**src/rtl/alu_pkg.sv**
```systemverilog
package alu_pkg;
    localparam int CTL_W = 4;

    typedef enum logic [CTL_W-1:0] {
        FN_AND = 4'b0000,
        FN_OR  = 4'b0001,
        FN_ADD = 4'b0010,
        FN_SUB = 4'b0110,
        FN_SLT = 4'b0111,
        FN_NOR = 4'b1100
    } alu_fn_e;

    // Position of the operand modifier bits inside the function code
    localparam int BIT_A_INV = 3;
    localparam int BIT_B_NEG = 2;

    function automatic logic fn_known(input logic [CTL_W-1:0] c);
        return (c == FN_AND) || (c == FN_OR) || (c == FN_ADD) ||
               (c == FN_SUB) || (c == FN_SLT) || (c == FN_NOR);
    endfunction
endpackage

```
**src/rtl/alu_operand_cond.sv**
```systemverilog
module alu_operand_cond #(
    parameter int W = 32
) (
    input  logic [W-1:0] a_in,
    input  logic [W-1:0] b_in,
    input  logic         a_inv,
    input  logic         b_neg,
    output logic [W-1:0] a_out,
    output logic [W-1:0] b_out,
    output logic         carry_in
);
    always_comb begin
        a_out    = a_inv ? ~a_in : a_in;
        b_out    = b_neg ? ~b_in : b_in;
        carry_in = b_neg;
    end

    // B negation always comes with a forced carry-in
    always_comb begin
        if (b_neg) begin
            p_neg_carry_r4: assert ((b_out ^ b_in) == {W{1'b1}} && carry_in)
                else $error("p_neg_carry_r4");
        end
    end
endmodule

```
**src/rtl/alu_cla_adder.sv**
```systemverilog
module alu_cla_adder #(
    parameter int W  = 32,
    parameter int GW = 4
) (
    input  logic [W-1:0] x,
    input  logic [W-1:0] y,
    input  logic         cin,
    output logic [W-1:0] sum
);
    localparam int NG = W / GW;

    logic [W-1:0]  g_bit, p_bit, c_bit;
    logic [NG-1:0] g_grp, p_grp;
    logic [NG:0]   c_grp;

    assign g_bit = x & y;
    assign p_bit = x ^ y;

    // Group generate / propagate terms
    always_comb begin
        for (int k = 0; k < NG; k++) begin
            logic gacc, pacc;
            gacc = 1'b0;
            pacc = 1'b1;
            for (int j = GW-1; j >= 0; j--) begin
                gacc = gacc | (pacc & g_bit[k*GW+j]);
                pacc = pacc & p_bit[k*GW+j];
            end
            g_grp[k] = gacc;
            p_grp[k] = pacc;
        end
    end

    // Lookahead carries into each group, expanded sum of products
    always_comb begin
        c_grp[0] = cin;
        for (int k = 1; k <= NG; k++) begin
            logic cacc, prod;
            cacc = g_grp[k-1];
            prod = p_grp[k-1];
            for (int j = k-2; j >= 0; j--) begin
                cacc = cacc | (prod & g_grp[j]);
                prod = prod & p_grp[j];
            end
            c_grp[k] = cacc | (prod & cin);
        end
    end

    // Per-bit carries inside each group, from that group's carry-in
    genvar gi;
    generate
        for (gi = 0; gi < NG; gi++) begin : g_group
            always_comb begin
                for (int i = 0; i < GW; i++) begin
                    logic cacc, prod;
                    cacc = 1'b0;
                    prod = 1'b1;
                    for (int j = i-1; j >= 0; j--) begin
                        cacc = cacc | (prod & g_bit[gi*GW+j]);
                        prod = prod & p_bit[gi*GW+j];
                    end
                    c_bit[gi*GW+i] = cacc | (prod & c_grp[gi]);
                end
            end
        end
    endgenerate

    assign sum = p_bit ^ c_bit;

    // the lookahead network must agree with plain modular addition
    always_comb begin
        p_sum_r3: assert (sum == (x + y + {{(W-1){1'b0}}, cin}))
            else $error("p_sum_r3");
    end
endmodule

```
**src/rtl/alu_zero_detect.sv**
```systemverilog
module alu_zero_detect #(
    parameter int W = 32
) (
    input  logic [W-1:0] value,
    output logic         is_zero
);
    assign is_zero = ~(|value);
endmodule

```
**src/rtl/alu_core.sv**
```systemverilog
module alu_core
    import alu_pkg::*;
#(
    parameter int W  = 32,
    parameter int GW = 4
) (
    input  logic [W-1:0]     a,
    input  logic [W-1:0]     b,
    input  logic [CTL_W-1:0] ctrl,
    output logic [W-1:0]     result,
    output logic             zero
);
    logic [W-1:0] a_c, b_c, sum;
    logic         cin;

    alu_operand_cond #(.W(W)) u_cond (
        .a_in(a), .b_in(b),
        .a_inv(ctrl[BIT_A_INV]), .b_neg(ctrl[BIT_B_NEG]),
        .a_out(a_c), .b_out(b_c), .carry_in(cin)
    );

    alu_cla_adder #(.W(W), .GW(GW)) u_add (
        .x(a_c), .y(b_c), .cin(cin), .sum(sum)
    );

    always_comb begin
        unique case (ctrl)
            FN_AND, FN_NOR: result = a_c & b_c;
            FN_OR:          result = a_c | b_c;
            FN_ADD, FN_SUB: result = sum;
            FN_SLT:         result = {{(W-1){1'b0}}, sum[W-1]};
            default:        result = '0;
        endcase
    end

    alu_zero_detect #(.W(W)) u_zero (.value(result), .is_zero(zero));

    // Checks on port relations
    always_comb begin
        if (ctrl == FN_SLT) begin
            p_slt_upper_r5: assert (result[W-1:1] == '0)
                else $error("p_slt_upper_r5");
        end
        if (ctrl == FN_NOR) begin
            p_nor_disjoint_r7: assert ((result & (a | b)) == '0)
                else $error("p_nor_disjoint_r7");
        end
        if (ctrl == FN_AND) begin
            p_and_subset_r1: assert ((result & ~(a & b)) == '0)
                else $error("p_and_subset_r1");
        end
        if (!fn_known(ctrl)) begin
            p_unknown_clear_r8: assert (result == '0 && zero)
                else $error("p_unknown_clear_r8");
        end
        if (ctrl == FN_SUB && a == b) begin
            p_equal_zero_r9: assert (zero)
                else $error("p_equal_zero_r9");
        end
    end
endmodule

```
**config.mk**
```make
export PLATFORM = sky130hd
export DESIGN_NAME = alu_core
export DESIGN_NICKNAME = d
export VERILOG_FILES = /design/src/rtl/alu_pkg.sv /design/src/rtl/alu_operand_cond.sv /design/src/rtl/alu_cla_adder.sv /design/src/rtl/alu_zero_detect.sv /design/src/rtl/alu_core.sv
export SDC_FILE = /design/constraint.sdc
export NUM_CORES = 1
export LEC_CHECK = 0
export BUFFER_PORTS_ARGS = -buffer_cell sky130_fd_sc_hd__buf_2
export CAP_MARGIN = 20
export CORE_ASPECT_RATIO = 1.75
export CORE_MARGIN = 2
export CORE_UTILIZATION = 56
export DETAILED_ROUTE_END_ITERATION = 8
export PLACE_DENSITY = 0.84
export SLEW_MARGIN = 20
export SYNTH_ARGS = -nofsm -noshare
export SYNTH_HDL_FRONTEND = slang
export SYNTH_SLANG_ARGS = --single-unit
```
**constraint.sdc**
```tcl
create_clock -name vclk -period 6.59
set_input_delay 0.659 -clock vclk [all_inputs]
set_output_delay 0.659 -clock vclk [all_outputs]
set_load 0.005 [all_outputs]
```
# Yosys cells after proc, flatten, opt, wreduce, memory -nomap -nowiden
# Index checks and enable logic that the tools add are counted.
[classes]
eq_ne = 5
mux = 3
bitwise = 267
reduce_logical = 4
[op_table]
columns = ["op", "n"]
rows = [
  ["1-bit AND", 163],
  ["32-bit one-hot mux with 4 select lines", 1],
  ["1-bit OR", 97],
  ["32-bit two-way mux", 2],
  ["32-bit inverter", 2],
  ["32-bit bitwise XOR", 2],
  ["32-bit AND", 1],
  ["32-bit OR", 1],
  ["32-bit OR reduction", 1],
  ["4-bit by 3-bit == test with 1-bit output (second input constant)", 2],
  ["4-bit by 1-bit == test with 1-bit output (second input constant)", 1],
  ["4-bit by 2-bit == test with 1-bit output (second input constant)", 1],
  ["4-bit == test (second input constant)", 1],
  ["4-bit logical NOT", 1],
  ["2-bit OR reduction", 2],
  ["1-bit inverter", 1],
]
[totals]
reg_bits = 0
out_inout_bits = 33

# Logic depth before layout (Yosys ltp)
[logic_depth]
ltp_word = 21
depth_mapped = 21
depth_no_buf = 18

# Cells and area by module
# Synthesis repeated with hierarchy kept, for this count alone.
[hier_totals]
hier_cells = 398
area_unflattened_um2 = 3131.8
[modules_own_cells]
columns = ["module", "instances", "cells_per_inst", "area_per_inst_um2", "seq_area_each_um2"]
rows = [
  ["alu_cla_adder", 1, 169, 1438.9, 0.0],
  ["alu_core", 1, 145, 909.6, 0.0],
  ["alu_operand_cond", 1, 73, 710.7, 0.0],
  ["alu_zero_detect", 1, 11, 72.6, 0.0],
]

# Worst setup path after synthesis
# Ideal clock, no wire load.
[synth_timing]
path_kind = "input to output"
from = "input ctrl[3]"
to = "output zero"
arrival_ps = 5520
required_ps = 5931
slack_ps = 411
cell_stages = 20
path_cell_list = "buf_2 > clkbuf_1 > clkbuf_1 > xor2_1 > ha_1 > o21ai_0 > o221ai_2 > nand3_1 > a2111oi_2 > nor2_1 > o21ai_2 > fa_1 > a221o_1 > or4_1 > nor2_1 > nand4_1 > nor4_1 > and4b_1 > nor4b_2 > and4bb_1"
[synth_via]
word_cells_on_any_way = 276
[synth_rtl]
columns = ["item", "line_no", "text"]
rows = [
  ["start, declared", "alu_core.sv:9", "input logic [CTL_W-1:0] ctrl,"],
  ["32-bit two-way mux", "alu_operand_cond.sv:13", "a_out = a_inv ? ~a_in : a_in;"],
  ["32-bit bitwise XOR or 32-bit AND (tied branches)", "alu_cla_adder.sv:17, alu_core.sv:28", ""],
  ["1-bit AND, on equally long branches", "alu_cla_adder.sv:26, alu_cla_adder.sv:27", ""],
  ["1-bit OR (tied with other cells)", "alu_cla_adder.sv:26", "gacc = gacc | (pacc & g_bit[k*GW+j]);"],
  ["1-bit OR or 1-bit AND (tied branches)", "alu_cla_adder.sv:26", ""],
  ["1-bit OR", "alu_cla_adder.sv:26", ""],
  ["1-bit AND", "alu_cla_adder.sv:42", "cacc = cacc | (prod & g_grp[j]);"],
  ["1-bit OR (6 in a row)", "alu_cla_adder.sv:42", ""],
  ["1-bit OR", "alu_cla_adder.sv:45", "c_grp[k] = cacc | (prod & cin);"],
  ["32-bit bitwise XOR", "alu_cla_adder.sv:68", "assign sum = p_bit ^ c_bit;"],
  ["32-bit one-hot mux with 4 select lines (*)", "alu_core.sv:27", "unique case (ctrl)"],
  ["via result[28]", "alu_core.sv:10", "output logic [W-1:0] result,"],
  ["32-bit OR reduction (*)", "alu_zero_detect.sv:7", "assign is_zero = ~(|value);"],
  ["1-bit inverter (*)", "alu_zero_detect.sv:7", ""],
  ["end, declared", "alu_core.sv:11", "output logic zero"],
]
# Mark *: on every way through the listed nets, which the timed path passes. The rest lies on a longest branch.

# Worst setup path after layout
[layout_timing]
from = "input ctrl[3]"
to = "output zero"
[layout_via]
elab_chain_cells = 20
word_cells_on_any_way = 276
[layout_lines]
columns = ["item", "line_no", "text"]
rows = [
  ["32-bit two-way mux", "alu_operand_cond.sv:13", ""],
  ["32-bit bitwise XOR or 32-bit AND (tied branches)", "alu_cla_adder.sv:17, alu_core.sv:28", ""],
  ["1-bit AND, on equally long branches", "alu_cla_adder.sv:26, alu_cla_adder.sv:27", ""],
  ["1-bit OR (tied with other cells)", "alu_cla_adder.sv:26", ""],
  ["1-bit OR or 1-bit AND (tied branches)", "alu_cla_adder.sv:26", ""],
  ["1-bit OR", "alu_cla_adder.sv:26", ""],
  ["1-bit AND", "alu_cla_adder.sv:42", ""],
  ["1-bit OR (6 in a row)", "alu_cla_adder.sv:42", ""],
  ["1-bit OR", "alu_cla_adder.sv:45", ""],
  ["1-bit AND", "alu_cla_adder.sv:62", "c_bit[gi*GW+i] = cacc | (prod & c_grp[gi]);"],
  ["1-bit OR", "alu_cla_adder.sv:62", ""],
  ["32-bit bitwise XOR", "alu_cla_adder.sv:68", ""],
  ["32-bit one-hot mux with 4 select lines (*)", "alu_core.sv:27", ""],
  ["32-bit OR reduction (*)", "alu_zero_detect.sv:7", ""],
  ["1-bit inverter (*)", "alu_zero_detect.sv:7", ""],
]
# Mark *: on every way between the ends. The rest lies on a longest branch, timed or not.

==> reports/metrics.yaml <==
worst_hold_path:
  holdPathStages: 6
  hp-class: "in2out"
  whs_endpoint: "result[30]"
  worstHoldStart: "a[30]"
synthesis:
  syn_inst: 476
  syn-cell-area_um2: 3492
  synth.distinct_cells: 63
  synth_fp_nets: 615
  seq_area_frac_synth_pct: 0
  syn_area_per_cell_um2: 7.336
  ys.warnings.count: 0
pwr:
  netSwitchingFraction_pct: 57.85
  power_leakage_nw: 2.285
  power_frac_comb_pct: 100.0
  power.density_nw_per_um2: 122.6
  p_int_uw: 212.5
  clockPowerShare_pct: 0
  ir_worst_vdd_mv: 0.06515
  seqPwrFrac_pct: 0
  p_sw_uw: 291.7
place:
  dpl_worst_slack_ns: 0.1206
  dp_hpwl_mm: 8.331
  dp.cells: 646
  io_buffer_count: 101
  routabilityCongestion: 0.9586
timing:
  drv_slew: 0
  period_share_pct: 95.34
  setup_slack_ns: 0.3072
  tightest_slew_ns: 0.7006
  max_freq_mhz: 159.2
  fin_crit_ns: 6.283
  hold_violations: 0
  setup_violations: 0
  slew_headroom_pct: 53.29
global_route:
  grt_max_degree: 30
  grt_pass1_vias: 3711
  antenna_found_initial: 0
  track_usage_pct: 29.10
  grt_pass1_wl_mm: 16.53
  gr-total-overflow: 0
worst_setup_path:
  critical_path_class: "in2out"
  path_max_fanout: 11
  critPathLaunchType: "input pin"
  end_kind: "output port"
  worstPathRequired_ns: 5.93
  arrival_ns: 5.62
drt:
  drtPass1Iterations: 5
  finalWirelength_mm: 10.22
  routedWlPerCell_um: 15.82
  dr_total_vias: 3772
  drt_drc_violations_left: 0
  drt_iter0_markers: 307
  ant_nets: 0
  drt-vias-per-instance: 5.839
floorplan:
  num_rows: 38
  dieHeight_um: 108.5
  dieArea_um2: 6909
  start_util_pct: 56.94
  ios: 101
  die_w_um: 63.70
  core-area_um2: 6133
cells_and_area:
  fin_cells: 646
  regArea_um2: 0
  final_common_cell: "buf_2"
  seq_cells: 0
  syn_to_final_growth_pct: 17.81
  layout.nets: 707
  n_clock_buffer: 0
  drive_gt1_share_pct: 22.08
  final_cell_mix: "99 x buf_2, 74 x inv_1, 73 x xor2_1, 64 x ha_1, 28 x nor2_1"
  final_util_pct: 67.07
  diodes: 0
clock_tree:
  cts_hold_buf: 0
flow_run:
  maxCapViolations: 0
status:
  status: "complete, no violations"
==> critical path: stages <==
cell       delay, ns
clkbuf_4        0.20
buf_4           0.21
xor2_1          0.18
ha_1            0.39
and3_1          0.21
a221oi_1        0.11
o211a_1         0.32
a2111oi_4       0.37
nor2_1          0.12
o21ai_2         0.26
fa_1            0.44
a221o_1         0.35
or4_1           0.52
nor2_1          0.10
nand4_1         0.11
nor4_1          0.23
and4b_1         0.27
nor4b_2         0.24
and4bb_1        0.22
buf_2           0.10
==> area by class of cell <==
cell class                      instances  area [um2]
Tap cell                               80       100.1
Inverter                               74       277.8
Multi-Input combinational cell        383        3166
Timing Repair Buffer                  109       570.5
Fill cell                             545        2019
==> layer usage <==
metal	vias up	wire (um)	part of all wire (%)	track usage [%]
met4	0	446	4.4	11.49
met1	1739	3812	37	31.54
li1	1832	-	-	-
met5	-	0	0	0
met3	34	460	4.5	0.7284
met2	167	5501	54	58.05
==> power groups by stage <==
| stage | clock network (mW) | logic, mW | registers (mW) |
|---|---|---|---|
| 5_1_grt | 0 | 0.562 | 0 |
| 4_1_cts | 0 | 0.496 | 0 |
| 6_report | 0 | 0.504 | 0 |
| 3_3_place_gp | 0 | 0.480 | 0 |
| 2_1_floorplan | 0 | 0.358 | 0 |
| 3_5_place_dp | 0 | 0.493 | 0 |
==> cells by family (layout without fill, tap and decap cells) <==
| logic type | count (synthesis) | after routing | synth area share [%] |
|---|---|---|---|
| muxes | 6 | 6 | 1.791 |
| buffers and inverters | 93 | 183 | 10.18 |
| and+or+nand+nor | 113 | 113 | 17.66 |
| adders and majority gates | 71 | 71 | 26.94 |
| AOI/OAI and AO/OA | 112 | 112 | 22.89 |
| xor gates and xnor gates | 81 | 81 | 20.53 |
==> cell usage after synthesis, drive strengths merged (9+ instances only) <==
| cell type | instances | share of area, % |
|---|---|---|
| o221ai | 12 | 3.2 |
| ha | 64 | 23 |
| a21oi | 27 | 4.0 |
| nand3 | 9 | 1.3 |
| buf | 10 | 1.3 |
| clkbuf | 9 | 0.97 |
| xor2 | 74 | 19 |
| nor3 | 11 | 1.7 |
| a21o | 11 | 2.4 |
| o21ai | 17 | 2.5 |
| nand2 | 18 | 1.9 |
| nor2 | 28 | 3.0 |
| inv | 74 | 8.0 |
==> through the flow <==
stage | area (um2) | hold WS, ns | total power [mW] | setup TNS [ns]
4_1_cts | 4091 | 1.958 | 0.4965 | 0
5_1_grt | 4114 | 2.009 | 0.5622 | -0.02192
6_report | 4114 | 1.949 | 0.5042 | 0
3_5_place_dp | 4091 | 1.952 | 0.4930 | 0
3_3_place_gp | 4091 | 1.950 | 0.4802 | 0
2_1_floorplan | 3492 | 1.546 | 0.3579 | 0
==> repair_timing <==
action	4_1_cts	5_1_grt
setup buffers	0	0
endpoints found under the hold margin	0	0
endpoints found under the setup margin	0	1
gates resized for setup	0	4
==> worst max path at each step <==
stage	startpoint	end	slack, ns	depth (start not counted)
3_3_place_gp	ctrl[2]	zero	0.35	19
6_report	ctrl[3]	zero	0.31	20
3_5_place_dp	ctrl[2]	zero	0.12	19
4_1_cts	ctrl[2]	zero	0.09	19
2_1_floorplan	ctrl[3]	zero	0.41	20
5_1_grt	ctrl[2]	zero	-0.02	19
No activity file was read; power rests on OpenSTA's default activity.
